===== src/rtl/rc_pkg.sv =====
package rc_pkg;
  typedef enum logic [1:0] {
    RC_RD  = 2'b00,
    RC_WR  = 2'b01,
    RC_ACQ = 2'b10,
    RC_REL = 2'b11
  } rc_kind_e;

  localparam int RC_NSYNC = 2;
  localparam int RC_SYNC_ACQ = 0;
  localparam int RC_SYNC_REL = 1;

  function automatic logic rc_is_plain(input logic [1:0] k);
    return ~k[1];
  endfunction

  function automatic logic rc_is_sync(input logic [1:0] k, input int idx);
    return k[1] && (k[0] == idx[0]);
  endfunction
endpackage


===== src/rtl/rc_ord_counter.sv =====
module rc_ord_counter #(
  parameter int MAX = 4
) (
  input  logic clk,
  input  logic rst_n,
  input  logic inc,
  input  logic dec,
  output logic is_zero,
  output logic is_full
);
  localparam int CW = $clog2(MAX + 1);
  localparam logic [CW-1:0] MAX_C = CW'(MAX);

  logic [CW-1:0] count;
  logic          dec_ok;

  // a retire with nothing outstanding is dropped
  assign dec_ok  = dec && (count != '0);
  assign is_zero = (count == '0);
  assign is_full = (count == MAX_C);

  always_ff @(posedge clk or negedge rst_n) begin
    if (!rst_n) begin
      count <= '0;
    end else if (inc && !dec_ok) begin
      count <= count + 1'b1;
    end else if (!inc && dec_ok) begin
      count <= count - 1'b1;
    end
  end
endmodule


===== src/rtl/rc_sync_tracker.sv =====
module rc_sync_tracker (
  input  logic clk,
  input  logic rst_n,
  input  logic set,
  input  logic clr,
  output logic busy
);
  always_ff @(posedge clk or negedge rst_n) begin
    if (!rst_n) begin
      busy <= 1'b0;
    end else if (set) begin
      busy <= 1'b1;
    end else if (clr) begin
      busy <= 1'b0;
    end
  end
endmodule


===== src/rtl/rc_issue_gate.sv =====
module rc_issue_gate
  import rc_pkg::*;
(
  input  logic [1:0] kind,
  input  logic       ord_zero,
  input  logic       ord_full,
  input  logic       acq_busy,
  input  logic       rel_busy,
  output logic       allow
);
  logic sync_busy;
  assign sync_busy = acq_busy | rel_busy;

  always_comb begin
    unique case (rc_kind_e'(kind))
      RC_RD, RC_WR: allow = !acq_busy && !ord_full;
      RC_ACQ:       allow = !sync_busy;
      RC_REL:       allow = !sync_busy && ord_zero;
      default:      allow = 1'b0;
    endcase
  end
endmodule


===== src/rtl/rc_order_unit.sv =====
module rc_order_unit
  import rc_pkg::*;
#(
  parameter int ADDR_W  = 16,
  parameter int DATA_W  = 32,
  parameter int ORD_MAX = 4
) (
  input  logic              clk,
  input  logic              rst_n,
  input  logic              req_valid,
  output logic              req_ready,
  input  logic [1:0]        req_kind,
  input  logic [ADDR_W-1:0] req_addr,
  input  logic [DATA_W-1:0] req_wdata,
  output logic              mem_valid,
  input  logic              mem_ready,
  output logic [1:0]        mem_kind,
  output logic [ADDR_W-1:0] mem_addr,
  output logic [DATA_W-1:0] mem_wdata,
  input  logic              done_valid,
  input  logic [1:0]        done_kind
);
  logic                allow;
  logic                fire;
  logic                ord_zero, ord_full;
  logic [RC_NSYNC-1:0] sync_set, sync_clr, sync_busy;

  assign fire = req_valid && req_ready;

  rc_ord_counter #(.MAX(ORD_MAX)) u_ord (
    .clk     (clk),
    .rst_n   (rst_n),
    .inc     (fire && rc_is_plain(req_kind)),
    .dec     (done_valid && rc_is_plain(done_kind)),
    .is_zero (ord_zero),
    .is_full (ord_full)
  );

  for (genvar g = 0; g < RC_NSYNC; g++) begin : g_sync
    assign sync_set[g] = fire && rc_is_sync(req_kind, g);
    assign sync_clr[g] = done_valid && rc_is_sync(done_kind, g);
    rc_sync_tracker u_trk (
      .clk   (clk),
      .rst_n (rst_n),
      .set   (sync_set[g]),
      .clr   (sync_clr[g]),
      .busy  (sync_busy[g])
    );
  end

  rc_issue_gate u_gate (
    .kind     (req_kind),
    .ord_zero (ord_zero),
    .ord_full (ord_full),
    .acq_busy (sync_busy[RC_SYNC_ACQ]),
    .rel_busy (sync_busy[RC_SYNC_REL]),
    .allow    (allow)
  );

  assign req_ready = mem_ready && allow;
  assign mem_valid = req_valid && allow;
  assign mem_kind  = req_kind;
  assign mem_addr  = req_addr;
  assign mem_wdata = req_wdata;
endmodule


===== config.mk =====
export PLATFORM = sky130hd
export DESIGN_NAME = rc_order_unit
export DESIGN_NICKNAME = d
export VERILOG_FILES = /design/src/rtl/rc_pkg.sv /design/src/rtl/rc_ord_counter.sv /design/src/rtl/rc_sync_tracker.sv /design/src/rtl/rc_issue_gate.sv /design/src/rtl/rc_order_unit.sv
export SDC_FILE = /design/constraint.sdc
export NUM_CORES = 1
export LEC_CHECK = 0
export ABC_CLOCK_PERIOD_IN_PS = 1960
export BUFFER_PORTS_ARGS = -buffer_cell sky130_fd_sc_hd__clkbuf_2
export CAP_MARGIN = 20
export CORE_ASPECT_RATIO = 0.75
export CORE_MARGIN = 10
export CORE_UTILIZATION = 26
export DETAILED_ROUTE_END_ITERATION = 16
export GPL_ROUTABILITY_DRIVEN = 0
export MAX_ROUTING_LAYER = met4
export PLACE_DENSITY = 0.76
export SLEW_MARGIN = 0
export SYNTH_ARGS = -nofsm -noshare
export SYNTH_HDL_FRONTEND = slang
export SYNTH_SLANG_ARGS = --single-unit

===== constraint.sdc =====
create_clock -name clk -period 1.96 [get_ports clk]
set_clock_uncertainty 0.1 [all_clocks]
set_input_delay 0.392 -clock clk [delete_from_list [all_inputs] [get_ports clk]]
set_output_delay 0.392 -clock clk [all_outputs]
set_load 0.005 [all_outputs]

==> results of run 1 <==
==> flip-flops by register name, indices dropped and copies added, names as in the netlist <==
name	count
g_sync.u_trk.busy	2
u_ord.count	3
==> final cells by class <==
cell class	count	area [sq um]	share of cell area, %
inverter	3	11.3	1.81
clock buffer	4	45.0	7.26
sequential	5	126	20.4
timing repair buffer	24	160	25.8
multi-input combinational	23	233	37.5
tap	36	45.0	7.26
==> kinds of logic after synthesis <==
logic type               synth area share [%]
adder cells (fa/ha/maj)                  4.49
flip-flops                               17.3
multiplexers                             1.55
XOR/XNOR                                 3.63
buffers and inverters                    53.4
AND/OR/NAND/NOR                          10.5
AO/OA/AOI/OAI                            9.15
==> timing repair <==
item	4_1_cts	5_1_grt
hold endpoints to repair	5	0
gates resized for setup	5	5
hold buffers	1	0
setup endpoints to repair	4	4
pin swaps	6	7
buffers inserted	2	0
==> routing by layer <==
metal | vias up | wire length [um]
met5 | - | 0
met2 | 37 | 792
met1 | 197 | 395
li1 | 167 | -
met3 | 14 | 192
met4 | 0 | 53
==> stage by stage <==
step | hold WS (ps) | instances | worst slack (ps) | instance area [sq um]
2_1_floorplan | -3.59 | 81 | -69.6 | 727
3_3_place_gp | 113 | 88 | -235 | 524
3_5_place_dp | 114 | 88 | -313 | 524
4_1_cts | 295 | 95 | -151 | 612
5_1_grt | 311 | 95 | -250 | 621
6_report | 298 | 95 | -138 | 621
==> power groups by stage <==
stage | clock (mW) | combinational [mW] | sequential, mW
2_1_floorplan | 0 | 0.252 | 0.191
3_3_place_gp | 0 | 0.301 | 0.187
3_5_place_dp | 0 | 0.327 | 0.194
4_1_cts | 0.189 | 0.379 | 0.190
5_1_grt | 0.197 | 0.417 | 0.200
6_report | 0.183 | 0.386 | 0.195
==> final timing paths <==
kind | startpoint | end | slack [ps]
setup / recovery | g_sync[1].u_trk.busy | u_ord.count[2] | -140
hold / removal | req_kind[0] | g_sync[0].u_trk.busy | 300
setup reg to reg | g_sync[1].u_trk.busy | u_ord.count[2] | -140
hold reg to reg | g_sync[1].u_trk.busy | g_sync[1].u_trk.busy | 440
max in group asynchronous | rst_n | u_ord.count[1] | 1160
min in group asynchronous | rst_n | u_ord.count[0] | 440
==> cells in the mapped netlist, drive strengths merged <==
cell type,number
or3,1
o41ai,3
nor3,1
ha,1
xor2,1
xnor2,2
mux2,1
fa,1
nor3b,2
nand3,1
nor2b,1
o21ai,1
buf,50
nand3b,1
nand2,4
dfrtp,5
a21oi,1
inv,3
nor2,1
==> impl_results.md, run 1 <==
* Via density at roughly 4.4
* Post-DRT Antenna Nets at 0
* Fin. Hold Viols at 0
* Worst Setup Path Type: reg2reg
* Worst-path clk slew at roughly 30 ps
* Maximum VDD drop at 0.179 mV
* Post-Syn Instances at 81
* CTS Buffer Depth at 2
* Headroom to the max-slew limit at between 70% and 80%
* Initial Util at 27.4%
* CP max stage cell: dfrtp_1
* Mapped Nets at 140
* Mean Syn Cell Area at 8.94 sq um
* Worst hold stages at 2
* I/O Buffers at 12
* Mapped Area at 724 sq um
* PnR worst setup slack at -138 ps
* Nets@finish at 119
* Comb power frac at 50.5%
* Met1 Track Usage GR at about 3.4%
* Worst path depth at 9
* Drt first pass iters at 2
* I/O pin cnt at 109
* Failing checks: setup timing
* Drt wl/cell at ~15 um
* Max incr delay on CP at 400 ps
* Crit path cell chain: a21oi_2, o41ai_4, nor3_2, ha_2, inv_2, fa_2, xor2_1, nor2_1, xnor2_1
* Crit Path Max Fanout at 2
* Yosys cell types at 21
* WP buf/inv at 1
* TritonCTS clock tree: done
* Hold Path Class: in2reg
* Top cell type's share of synthesized area at 51.8%
* DRC at 0
* GRT busiest layer: met2
* Total grt overflow at 0
* Largest net degree at the start of global routing at 6
* CTS H-Tree Depth at 1
* Initial antenna violation count at 0
* Final Cycle Share at 107%
* Maximum Capacitance Violations at 0
* Share of cells above drive strength 1 at 67.8%
* #FFs+latches synth at 5
* CP endpoint kind: register
* Total Power at 0.764 mW
* Root buf cell: clkbuf_8
* 1st-iter DRT viols at 21
* Arrival time worst endpoint at 2130 ps
* Fin Setup TNS at -443 ps
* RSZ-0062 raised after global routing: true
* Sw frac at between 30 and 40%
* Grt met3 use at 5.03%
* Global-route wire length before repair at 2110 um
* Ys Warns at 0
* DIE AREA at 5320 sq um
* Sequential cell fraction of total power at between 20% and 30%
* DP HPWL at 1130 um
* Synth area leader: buf_4
* Clk Latency, worst-skew pair at 210 ps
* Layout area overhead at -14.3%
* Commonest non-fill, non-tap cell in the layout: clkbuf_2
* Tightest Pin Transition at 317 ps
* Setup violations, final at 4
* Sink Count at 5
* Top delay family on crit path: adder cells
* Vias in the first global route at just under 500
* Overall Global Routing Usage at 5.30%
* Seq/Total Area, Yosys at 17.3%
* Height of the die at 65.7 um
* Grt met2 use at 8.73%
* Fin util at a little under a quarter
* Clock Power Share at a little under a quarter
* Max Slew Vio Count at 0
* PD cells at 1230 nW/um^2
* Layout fillers at 293
* # diodes at 0
* Synth top area cells: buf_4 (52%), dfrtp_1 (17%), o41ai_4 (3.8%), fa_1 (2.8%), xnor2_1 (2.4%)
* Placeable Area at approximately 2600 sq um
* Post-Route WL at about 1400 um
* Most frequent cells in the layout: clkbuf_2 (10), buf_4 (9), nand2_1 (4), dfrtp_1 (4), clkbuf_8 (3)
* CTS buffer count at 3
* Fin crit period at 2100 ps
* Chip width at 81.0 um
* Vias at 415
* Status: complete, but fails checks
* Worst reg-to-reg path cell count at 9
* Sw Pwr at approximately 0.25 mW
* Critical Path RT at 1990 ps
* Int Power at 0.511 mW
* CP Launch Type: register
* Core Rows at 16
* Fmax at 477 MHz
* Leak at 0.290 nW
(Power assumes the default switching activity.)
==> inputs of run 2 (changes only) <==
- RECOVER_POWER: not set -> 25
==> impl_results.md, run 2 (synthesized netlist as in run 1, its figures left out) <==
* R2r endpoint: u_ord.count[2]
* Via density at 4.38 (+0.24%)
* Final Cycle Share at 107% (about the same)
* Most frequent cells in the layout: clkbuf_2 (9), buf_4 (9), nand2_1 (4), dfrtp_1 (4), clkbuf_8 (3)
* TritonCTS clock tree: done
* I/O Buffers at 12 (unchanged)
* Setup WS pre-CTS at -313 ps (unchanged)
* Arrival time worst endpoint at 2130 ps (about the same)
* Setup violations, final at 4 (unchanged)
* Total Power at 0.764 mW (about the same)
* Drt wl/cell at 15.1 um (-0.21%)
* Worst hold stages at 2 (unchanged)
* Reg2reg setup slack at -140 ps (about the same)
* 1st-iter DRT viols at 21 (unchanged)
* Core Rows at 16 (unchanged)
* Placeable Area at 2640 sq um (unchanged)
* Initial Util at 27.4% (unchanged)
* Maximum VDD drop at 0.179 mV (about the same)
* Chip width at 81.0 um (unchanged)
* Layout fillers at 294 (+0.34%)
* Nets@finish at 119 (unchanged)
* Sink Count at 5 (unchanged)
* DIE AREA at 5320 sq um (unchanged)
* DP HPWL at 1130 um (unchanged)
* Total grt overflow at 0 (unchanged)
* Vias at 416 (+0.24%)
* Worst R2R Start: g_sync[1].u_trk.busy
* Headroom to the max-slew limit at 78.8% (unchanged)
* Height of the die at 65.7 um (unchanged)
* Fin crit period at 2100 ps (-0.0160 ps)
* Post-Route WL at 1430 um (-0.21%)
* Max Slew Vio Count at 0 (unchanged)
* PD cells at 1230 nW/um^2 (+0.16%)
* Max FFs per register at 3 (unchanged)
* Vias in the first global route at 483 (unchanged)
* Worst Setup Path Type: reg2reg
* Maximum Capacitance Violations at 0 (unchanged)
* I/O pin cnt at 109 (unchanged)
* Worst Hold End: g_sync[0].u_trk.busy
* Worst-path clk slew at 30 ps (about the same)
* Worst hold margin at 298 ps (+0.0190 ps)
* Status: complete, but fails checks
* Root buf cell: clkbuf_8
* Share of cells above drive strength 1 at 66.1% (-1.7 points)
* Hold Path Class: in2reg
* Failing checks: setup timing
* RSZ-0062 raised after global routing: true
* CTS H-Tree Depth at 1 (unchanged)
* Layout area overhead at -14.5%
* CTS Buffer Depth at 2 (unchanged)
* Overall Global Routing Usage at 5.30% (unchanged)
* # diodes at 0 (unchanged)
* Fin. Hold Viols at 0 (unchanged)
* Clk Latency, worst-skew pair at 210 ps (about the same)
* DRC at 0 (unchanged)
* Fmax at 477 MHz (about the same)
* HP Start: req_kind[0]
* Post-DRT Antenna Nets at 0 (unchanged)
* Largest register by flop count: u_ord.count
* Drt first pass iters at 2 (unchanged)
* PnR worst setup slack at -138 ps (+0.0160 ps)
* CP Launch Type: register
* Worst reg-to-reg path cell count at 9 (unchanged)
* Largest registers: u_ord.count x3, g_sync.u_trk.busy x2
* Largest net degree at the start of global routing at 6 (unchanged)
* CTS buffer count at 3 (unchanged)
* CP endpoint kind: register
* Tightest Pin Transition at 317 ps (unchanged)
* Initial antenna violation count at 0 (unchanged)
* Critical Path RT at 1990 ps (about the same)
* Global-route wire length before repair at 2110 um (unchanged)
* Leak at 0.287 nW (-1.0%)
* Crit Path Max Fanout at 2 (unchanged)
-- run 2: cell types whose count changed in the layout (fill, tap and decap cells not counted) --
cell	change
clkbuf_2	-1
clkbuf_1	+1
-- run 2: worst max path at each step --
stage                               startpoint              to
after CTS                       u_ord.count[1]  u_ord.count[2]
after global routing      g_sync[1].u_trk.busy  u_ord.count[2]
after floorplan                    req_kind[1]  u_ord.count[1]
after global placement             req_kind[1]  u_ord.count[2]
final                     g_sync[1].u_trk.busy  u_ord.count[2]
after detailed placement           req_kind[1]  u_ord.count[2]
-- run 2: final cells by class --
class,instances,area [sq um],share of cell area (%)
clock buffers,4,45.0,7.27
flip-flops and latches,5,126,20.4
inverters,3,11.3,1.82
repair buffers,24,159,25.7
well taps,36,45.0,7.27
multi-input cells,23,233,37.6
-- run 2: report_power, final --
group          internal (mW)  switching (mW)
clock network          0.139          0.0444
registers              0.148          0.0469
logic                  0.223           0.162
-- run 2: repair_timing --
action	in CTS	in global routing
hold buffers	1	0
setup buffers	2	0
pin swaps	6	7
hold endpoints to repair	5	0
resized for setup	5	5
endpoints found under the setup margin	4	4
-- run 2: stage by stage --
| step | area [sq um] | util, % | std cells | TNS [ps] |
|---|---|---|---|---|
| after detailed placement | 524 | 19.8 | 88 | -590 |
| after global routing | 619 | 23.4 | 95 | -760 |
| final | 619 | 23.4 | 95 | -443 |
| after CTS | 612 | 23.2 | 95 | -512 |
| after global placement | 524 | 19.8 | 88 | -441 |
| after floorplan | 727 | - | 81 | -134 |
-- run 2: worst max-delay path, stage by stage (launching register included) --
cell and delay [ps]:
dfrtp_1 400, a21oi_2 210, o41ai_4 120, nor3_2 200, ha_2 220, inv_2 40
fa_2 330, xor2_1 140, nor2_1 110, xnor2_1 140
-- run 2: layer usage --
metal | vias to the layer above | track usage [%] | wire (um)
li1 | 167 | - | -
met1 | 198 | 3.39 | 390
met5 | - | - | 0
met4 | 0 | 3.66 | 53
met2 | 37 | 8.73 | 794
met3 | 14 | 5.03 | 192
